### src/rtl/accel_veto_pkg.sv
package accel_veto_pkg;

    typedef struct packed {
        logic hit;    // register accessed this bus cycle
        logic wr;     // access was a write
        logic fast;   // data line sampled at capture
    } reg_access_t;

    typedef enum logic {
        SPEED_8MHZ  = 1'b0,
        SPEED_16MHZ = 1'b1
    } host_speed_e;

    function automatic logic allow_accel(input logic vetoed, input host_speed_e spd);
        return !vetoed && (spd == SPEED_16MHZ);
    endfunction

endpackage

### src/rtl/bcr_access_detect.sv
module bcr_access_detect
    import accel_veto_pkg::*;
#(
    parameter int ADDR_W = 24,
    parameter logic [ADDR_W-1:0] BCR_ADDR = 24'hFF8007
) (
    input  logic              clk,
    input  logic              rst,
    input  logic              as_n,
    input  logic [ADDR_W-1:0] addr,
    input  logic              rd_wr,
    input  logic              spd_dat,
    output reg_access_t       acc
);
    logic taken_q;
    logic match;

    assign match = !as_n && (addr == BCR_ADDR);

    always_comb begin
        acc.hit  = match && !taken_q;
        acc.wr   = !rd_wr;
        acc.fast = spd_dat;
    end

    always_ff @(posedge clk) begin
        if (rst || as_n)
            taken_q <= 1'b0;
        else if (match)
            taken_q <= 1'b1;
    end
endmodule

### src/rtl/veto_state.sv
module veto_state
    import accel_veto_pkg::*;
(
    input  logic        clk,
    input  logic        rst,
    input  reg_access_t acc,
    output logic        veto_q,
    output host_speed_e speed_q
);
    always_ff @(posedge clk) begin
        if (rst) begin
            veto_q  <= 1'b1;
            speed_q <= SPEED_8MHZ;
        end else if (acc.hit) begin
            veto_q <= 1'b0;
            if (acc.wr)
                speed_q <= acc.fast ? SPEED_16MHZ : SPEED_8MHZ;
        end
    end
endmodule

### src/rtl/enable_gate.sv
module enable_gate
    import accel_veto_pkg::*;
(
    input  logic        clk,
    input  logic        rst,
    input  logic        as_n,
    input  logic        veto,
    input  host_speed_e speed,
    output logic        en_q
);
    always_ff @(posedge clk) begin
        if (rst)
            en_q <= 1'b0;
        else if (as_n)
            en_q <= allow_accel(veto, speed);
    end
endmodule

### src/rtl/accel_veto_gate.sv
module accel_veto_gate
    import accel_veto_pkg::*;
#(
    parameter int ADDR_W = 24,
    parameter logic [ADDR_W-1:0] BCR_ADDR = 24'hFF8007
) (
    input  logic              clk,
    input  logic              rst,
    input  logic              as_n,
    input  logic [ADDR_W-1:0] addr,
    input  logic              rd_wr,
    input  logic              spd_dat,
    output logic              accel_en
);
    reg_access_t acc;
    logic        veto_q;
    host_speed_e speed_q;

    bcr_access_detect #(.ADDR_W(ADDR_W), .BCR_ADDR(BCR_ADDR)) u_detect (
        .clk(clk), .rst(rst), .as_n(as_n), .addr(addr),
        .rd_wr(rd_wr), .spd_dat(spd_dat), .acc(acc)
    );

    veto_state u_state (
        .clk(clk), .rst(rst), .acc(acc), .veto_q(veto_q), .speed_q(speed_q)
    );

    enable_gate u_gate (
        .clk(clk), .rst(rst), .as_n(as_n), .veto(veto_q),
        .speed(speed_q), .en_q(accel_en)
    );
endmodule

### config.mk
export PLATFORM = sky130hd
export DESIGN_NAME = accel_veto_gate
export DESIGN_NICKNAME = d
export VERILOG_FILES = /design/src/rtl/accel_veto_pkg.sv /design/src/rtl/bcr_access_detect.sv /design/src/rtl/veto_state.sv /design/src/rtl/enable_gate.sv /design/src/rtl/accel_veto_gate.sv
export SDC_FILE = /design/constraint.sdc
export NUM_CORES = 1
export LEC_CHECK = 0
export BUFFER_PORTS_ARGS = -buffer_cell sky130_fd_sc_hd__buf_2
export CAP_MARGIN = 30
export CORE_AREA = 2 2 39 41
export CTS_CLUSTER_SIZE = 25
export DETAILED_ROUTE_END_ITERATION = 8
export DIE_AREA = 0 0 41 43
export PLACE_DENSITY = 0.53
export SYNTH_ARGS = -nofsm -noshare
export SYNTH_HDL_FRONTEND = slang
export SYNTH_SLANG_ARGS = --single-unit
### constraint.sdc
create_clock -name clk -period 1.35 [get_ports clk]
set_input_delay 0.135 -clock clk [delete_from_list [all_inputs] [get_ports clk]]
set_output_delay 0.135 -clock clk [all_outputs]
set_load 0.01 [all_outputs]
==> metrics.txt, run 1 <==
Layout area overhead 75.38%; Vert. Die Dim between 40 and 50 um; post-route design area between 400 and 500 um^2; Clock Latency Late Sink roughly 0.24 ns; total setup buffers inserted after CTS 0; Hold Buf Count CTS 0; Max-Cap Viols 0; Setup crit end kind register; syn_nets 55; Simple-Gate Fraction of Synth Area a little under three fifths; share of cells above drive strength 1 roughly 62%; register area share after synthesis 32.16%; GP Congestion roughly 0.68; Synth top area share between 30% and 40%; initial antenna violation count 0; count of final hold-check violations 0; Syn Std Cell Area between 200 and 250 um^2; CTS sink cnt 4; ys async rst share 0%; DR iter-0 viols 4; main flop type after synthesis dfxtp_1; synth cell count leaders dfxtp_1 (4), nor2_1 (4), nand2b_1 (3), nor4b_2 (3); Synth Area in Adders 0%; WS Path Type input port to register; fmax just over 900 MHz; EDFF count, synth 0; area leader, netlist dfxtp_1; leakage 0.1919 nW; Gate Count Post-Synth 26; FP Rows 14; Routed Antenna Nets 0; TritonCTS Buffers 3; Initial DRT Pass Iterations 2; Slew Limit Fails 0; RSZ-0062 raised after global routing no; I/O Pins 30; CP Max Fanout 2; FF+latch count, synth 4; die area 1763 um^2; core area roughly 1400 um^2; largest family of logic cells by synthesized area simple AND/OR/NAND/NOR gates; actual slew at the worst max-slew pin roughly 0.26 ns; Max VDD drop approximately 0.00031 V; Worst Hold Class input port to register; clk slew on worst S/H paths around 0.030 ns; post-synthesis mux area share between 4 and 5%; Initial Utilization approximately 18%; root buf cell clkbuf_4; Worst slew margin between 80 and 90%; minimum clock period 1.103 ns; diodes inserted 0; H-Tree Depth 1; DRT Wirelength 660 um; PwrDens about 740 nW/um^2; final setup fails 0; die width about 40 um; final worst path period share 81.70%; detailed-route via count about 320; DRC 0; critical path required time 1.51 ns; first-pass GRT wire length about 970 um; Global Route Usage Sum 8.726%; hold slack around 0.13 ns; syn_area_per_cell 9.577 um^2; unique cell type count in the Yosys netlist 14; post-DR wirelength/cell ~9 um; Critical Path Start Type input port; via/cell ratio about 4.4; vias in the first global route approximately 270; Synth Area in XOR/XNOR 0%; largest cells by area after synthesis dfxtp_1 (32%), nor4b_2 (18%), nand2b_1 (7.5%), nand4b_1 (7.0%), nor2_1 (6.0%); pin count of the biggest net entering global routing 7; WP data arrival ~1.3 ns; Worst Skew 0.004025 ns; Ys Warns 0; CTS tree built; status finished clean; Bufs on Longest Clock Path 2; I/O Buffers 29; Compound-Gate Fraction of Synth Area under 10%; # resized after CTS 0; GRT overflow 0; Layout Nets 89; Post-DP Area around 410 um^2
==> per-stage QoR <==
| step | utilization [%] | power [mW] | instances | setup TNS, ns | worst slack (ns) |
|---|---|---|---|---|---|
| final | 31.56 | 0.3213 | 74 | 0 | 0.2470 |
| after global routing | 31.56 | 0.3503 | 74 | 0 | 0.01477 |
| after CTS | 31.56 | 0.3318 | 74 | 0 | 0.2205 |
| after detailed placement | 29.93 | 0.1765 | 71 | -0.01281 | -0.01281 |
| after global placement | 29.93 | 0.1757 | 71 | -0.001894 | -0.001894 |
| after floorplan | - | 0.1329 | 26 | 0 | 0.2013 |
==> sequential cells by signal, indices dropped and copies added, names as in the netlist <==
register	count
u_detect.taken_q	1
u_gate.en_q	1
u_state.speed_q	1
u_state.veto_q	1
==> area by class of cell <==
cell class / count / area, um^2
flip-flops and latches: 4 / 80.08
multi-input cells: 22 / 168.9
repair buffers: 29 / 145.1
well taps: 16 / 20.02
clock buffers: 3 / 22.52
fillers: 160 / 947.2
==> power by group <==
group	switching [mW]	internal, mW
Combinational	0.0186	0.0364
Clock	0.0481	0.0993
Sequential	0.00000000207	0.119
Total	0.0667	0.255
==> metal layers <==
layer / GRT usage, % / part of all wire (%)
met1: 8.013 / 35
met2: 12.81 / 45
met3: 7.853 / 18
met4: 4.000 / 1.5
met5: 0 / 0
==> worst max-delay path: stages <==
cell,delay [ns]
buf_2,0.09
nor4b_1,0.28
nand4_1,0.19
nor4b_2,0.35
mux2i_1,0.21
==> cell families after synthesis <==
| logic type | after synthesis |
|---|---|
| and+or+nand+nor | 18 |
| DFF | 4 |
| AOI/OAI and AO/OA | 3 |
| muxes | 1 |
==> layout by cell type, fill, tap and decap left out, drive strengths merged, types with 2 or more instances in the layout <==
cell type and instances:
nand2b 3, buf 29, clkbuf 3, a21oi 2, nand4b 2, nor4b 4, dfxtp 4, nor2 4
==> path summary, 6_finish.rpt <==
kind,from,slack (ns),cells after the start,to
setup / recovery,addr[6],0.25,5,u_state.speed_q
setup reg to reg,u_detect.taken_q,0.31,3,u_state.speed_q
hold / removal,rst,0.13,2,u_gate.en_q
hold reg to reg,u_gate.en_q,0.47,2,u_gate.en_q
Power figures use the tool's default switching activity.
==> run 2: changes to the inputs <==
clock period = 1.05 ns   (was 1.35 ns; I/O delays follow)
==> run 2 against run 1 <==
  * Cell count grew 1.4%
  * Die area is the same
  * Worst setup slack lost 0.24 ns
  * Clock-buffer cell count is the same
  * Total power grew 37%
  * Register-to-register slack lost 0.24 ns
  * Via count grew 6.5%
  * Routed wire length grew 21%
  * Sequential share of layout area shrank 2.7 points
  * Sequential cell count is the same
  * Largest cell class unchanged
==> metrics.txt, run 2 (synthesized netlist as in run 1, its figures left out) <==
Global Route Usage Sum 9.137%; CTS sink cnt 4; detailed-route via count between 300 and 400; PwrDens about 860 nW/um^2; leakage approximately 0.24 nW; actual slew at the worst max-slew pin 0.2849 ns; TritonCTS Buffers 3; M2 GR Usage between 10% and 20%; post-DR wirelength/cell 10.65 um; die area 1763 um^2; Worst slew margin 80.85%; Critical Path Start Type input port; CP max stage cell nor4b_4; Worst Hold Class input port to register; Max VDD drop between 0.0004 and 0.0005 V; final worst path period share between 90 and 100%; pre-CTS WS -0.2012 ns; WP data arrival 1.21 ns; CP Max Fanout 2; hold slack approximately 0.094 ns; CTS tree built; Hold Buf Count CTS 0; Max-Cap Viols 0; share of cells above drive strength 1 between 60% and 70%; total setup buffers inserted after CTS 0; Initial DRT Pass Iterations 2; diodes inserted 0; setup ws final 0.01024 ns; Worst Skew ~0.0036 ns; WS Path Type input port to register; count of final hold-check violations 0; Layout area overhead 106.0%; Layout Nets 90; die width 41 um; root buf cell clkbuf_4; DRT Wirelength between 700 and 800 um; first-pass GRT wire length 1.021 mm; Setup crit end kind register; RSZ-0062 raised after global routing yes; I/O Buffers 29; CP delay by family, top simple AND/OR/NAND/NOR gates; # resized after CTS 0; initial antenna violation count 0; status finished clean; fmax 961.8 MHz; via/cell ratio 4.587; Vert. Die Dim between 40 and 50 um; Slew Limit Fails 0; M3 GR Usage under 10%; met1 Usage GRT a little under 6%; hpwl dp 600 um; clk slew on worst S/H paths approximately 0.040 ns; Clock Latency Late Sink ~0.23 ns; buffers and inverters on the worst path 1; CP max stage delay 0.33 ns; Initial Utilization ~18%; critical path required time 1.22 ns; final setup fails 0; DRC 0; pin count of the biggest net entering global routing 7; GRT overflow 0; most used cell, CP nor4b_4; most frequent cells in the layout buf_2 (24), buf_6 (5), nor2_1 (4), dfxtp_1 (4); GR peak layer met2; GP Congestion 0.6174; Bufs on Longest Clock Path 2; DR iter-0 viols 2; I/O Pins 30; minimum clock period just over 1 ns; Routed Antenna Nets 0; most common cell after layout, fill and taps aside buf_2; critical-path cell list buf_6 > nor4b_4 > nand4_1 > nor4b_4 > mux2i_1; core area 1384 um^2; vias in the first global route between 300 and 400; H-Tree Depth 1; FP Rows 14
-- run 2: cell types whose count changed in the layout (fill, tap and decap cells not counted), sizes merged --
cell  before  now
buf       29   30
-- run 2: cell type report --
type | instances | area (um^2)
fill | 145 | 870.8
multi-input combinational | 22 | 206.4
timing repair buffer | 30 | 183.9
sequential | 4 | 80.08
clock buffer | 3 | 22.52
tap | 16 | 20.02
-- run 2: per-layer routing --
metal / up-vias / wire [um]
met1: 154 / 224
met2: 18 / 452
li1: 168 / -
met3: 4 / 97
met4: 0 / 25
met5: - / 0
-- run 2: path summary, 6_finish.rpt --
| check | from | end | slack, ns | depth (start not counted) |
|---|---|---|---|---|
| worst min-delay path | rst | u_gate.en_q | 0.09 | 2 |
| worst min register to register | u_gate.en_q | u_gate.en_q | 0.46 | 2 |
| worst max register to register | u_detect.taken_q | u_state.speed_q | 0.07 | 3 |
| worst max-delay path | addr[4] | u_state.speed_q | 0.01 | 5 |
-- run 2: power by group --
part	switching, mW	internal [mW]
Sequential	0.00000000259	0.153
Combinational	0.0332	0.0652
Clock	0.0605	0.128
-- run 2: metrics by stage --
step                      area (um^2)   TNS (ns)  util [%]  power (mW)  instances
final                           513.0          0     37.07      0.4394         75
after global routing            513.0   -0.05325     37.07      0.4615         75
after CTS                       444.2          0     32.10      0.4220         75
after detailed placement        421.7    -0.4315     30.47      0.2293         72
after global placement          421.7    -0.3936     30.47      0.2285         72
after floorplan                 249.0  -0.001673         -      0.1708         26
==> run 3: changes to the inputs <==
CELL_PAD_IN_SITES_DETAIL_PLACEMENT = 0   (was not set)
CELL_PAD_IN_SITES_GLOBAL_PLACEMENT = 1   (was not set)
CORE_AREA = not set   (was 2 2 39 41)
CORE_MARGIN = 2   (was not set)
CORE_UTILIZATION = 18   (was not set)
DIE_AREA = not set   (was 0 0 41 43)
PLACE_DENSITY = 0.73   (was 0.53)
==> run 3 against run 2 <==
  * Sequential share of layout area increased by 1.1 points
  * Total power down 3.0%
  * Cell area down 6.8%
  * Clock skew shrank 0.0016 ns
  * Worst setup slack better by 0.055 ns
  * Sequential cell count unchanged
  * Global-route usage decreased by 0.46 points
  * Combinational power is 11% lower
  * Critical path type is now register to register
==> metrics.txt, run 3 (synthesized netlist as in run 1, its figures left out) <==
I/O Pins 30; final worst path period share between 90 and 100%; Initial Utilization about a fifth; critical path required time ~1.2 ns; WP data arrival 1.15 ns; core area about 1300 um^2; Global Route Usage Sum under 10%; Post-DP Area 420.4 um^2; CTS tree built; Worst Skew roughly 0.0020 ns; DRC 0; die width between 40 and 50 um; RSZ-0062 raised after global routing no; capture point of the worst reg-to-reg path u_state.speed_q; leakage 0.2132 nW; Critical Path Start Type register; vias in the first global route approximately 290; Critical R2R Launch u_detect.taken_q; Slew Limit Fails 0; reg2reg path depth 3; pin count of the biggest net entering global routing 7; most common cell after layout, fill and taps aside buf_2; Bufs on Longest Clock Path 2; Hold Path Origin rst; TritonCTS Buffers 3; Placed Instances between 70 and 80; FP Rows 13; initial antenna violation count 0; Worst slew margin 81.85%; count of final hold-check violations 0; WS Path Type register to register; WHS Endpoint u_gate.en_q; GP Congestion 0.6575; first-pass GRT wire length around 970 um; status finished clean; diodes inserted 0; most frequent cells in the layout buf_2 (28), nor2_1 (4), dfxtp_1 (4); root buf cell clkbuf_4; via/cell ratio around 4.5; Layout Nets 90; final setup fails 0; DR iter-0 viols 2; reg-to-reg slack, setup between 0.06 and 0.07 ns; PwrDens 892.0 nW/um^2; detailed-route via count 331; fmax slightly above 1000 MHz; DRT Wirelength 690 um; CP Max Fanout 3; clk slew on worst S/H paths roughly 0.04 ns; Vert. Die Dim between 40 and 50 um; post-route design area about 480 um^2; Max VDD drop ~0.00026 V; share of cells above drive strength 1 between 60% and 70%; Clock Latency Late Sink approximately 0.23 ns; CTS sink cnt 4; setup TNS 0 ns; Initial DRT Pass Iterations 2; Setup crit end kind register; Layout area overhead 91.96%; actual slew at the worst max-slew pin ~0.27 ns; GRT overflow 0; die area approximately 1700 um^2; hold depth 2; post-DR wirelength/cell a little over 9 um; Filler cells between 100 and 150; Max-Cap Viols 0; I/O Buffers 29; minimum clock period slightly below 1 ns; H-Tree Depth 1; Routed Antenna Nets 0; Finished Layout Cells between 70 and 80; total setup buffers inserted after CTS 0; Finished Core Util a little under two fifths; Worst Hold Class input port to register
## run 3: cell counts in the layout (fill, tap and decap cells not counted)
Identical to the previous run, type by type.
## run 3: cell type report
cell class	count	area, um^2	area share [%]
clock buffers	3	22.52	4.712
multi-input cells	22	197.7	41.36
flip-flops and latches	4	80.08	16.75
well taps	15	18.77	3.927
repair buffers	30	158.9	33.25
## run 3: power by group
part | total (mW) | leakage (nW) | internal, mW | switching, mW
Clock | 0.186 | 0.0138 | 0.128 | 0.0588
Combinational | 0.0872 | 0.167 | 0.0555 | 0.0316
Sequential | 0.153 | 0.0322 | 0.153 | 0.00000000228
## run 3: routing by layer
layer / vias up / track usage (%) / part of all wire, %
met2: 15 / 16.02 / 52
met4: 0 / 4.839 / 1.6
li1: 168 / - / -
met1: 146 / 9.003 / 37
met5: - / 0 / 0
met3: 2 / 1.630 / 8.8
## run 3: what timing repair did
action / 4_1_cts / 5_1_grt
resized for setup: 0 / 5
hold buffers: 0 / 0
endpoints found under the setup margin: 0 / 1
## run 3: worst max path at each step
stage | slack, ns | startpoint | depth (start not counted) | endpoint
global placement | -0.17 | addr[6] | 5 | u_state.speed_q
detailed placement | -0.18 | as_n | 5 | u_state.speed_q
floorplan | -0.002 | addr[6] | 4 | u_state.speed_q
CTS | 0.03 | u_detect.taken_q | 3 | u_state.speed_q
finish | 0.07 | u_detect.taken_q | 3 | u_state.speed_q
global route | 0.0003 | addr[6] | 5 | u_state.speed_q
## run 3: worst max-delay path, stage by stage (launching register included)
cell	delay [ns]
dfxtp_1	0.32
nor3_2	0.16
nor4b_2	0.24
mux2i_1	0.20
## run 3: stage by stage
step | worst slack (ns) | total power, mW | hold slack (ns)
2_1_floorplan | -0.001673 | 0.1708 | 0.1741
3_3_place_gp | -0.1677 | 0.2288 | 0.3408
3_5_place_dp | -0.1751 | 0.2299 | 0.3326
4_1_cts | 0.03468 | 0.4219 | 0.08959
5_1_grt | 0.0002790 | 0.4502 | 0.1006
6_report | 0.06517 | 0.4264 | 0.09050
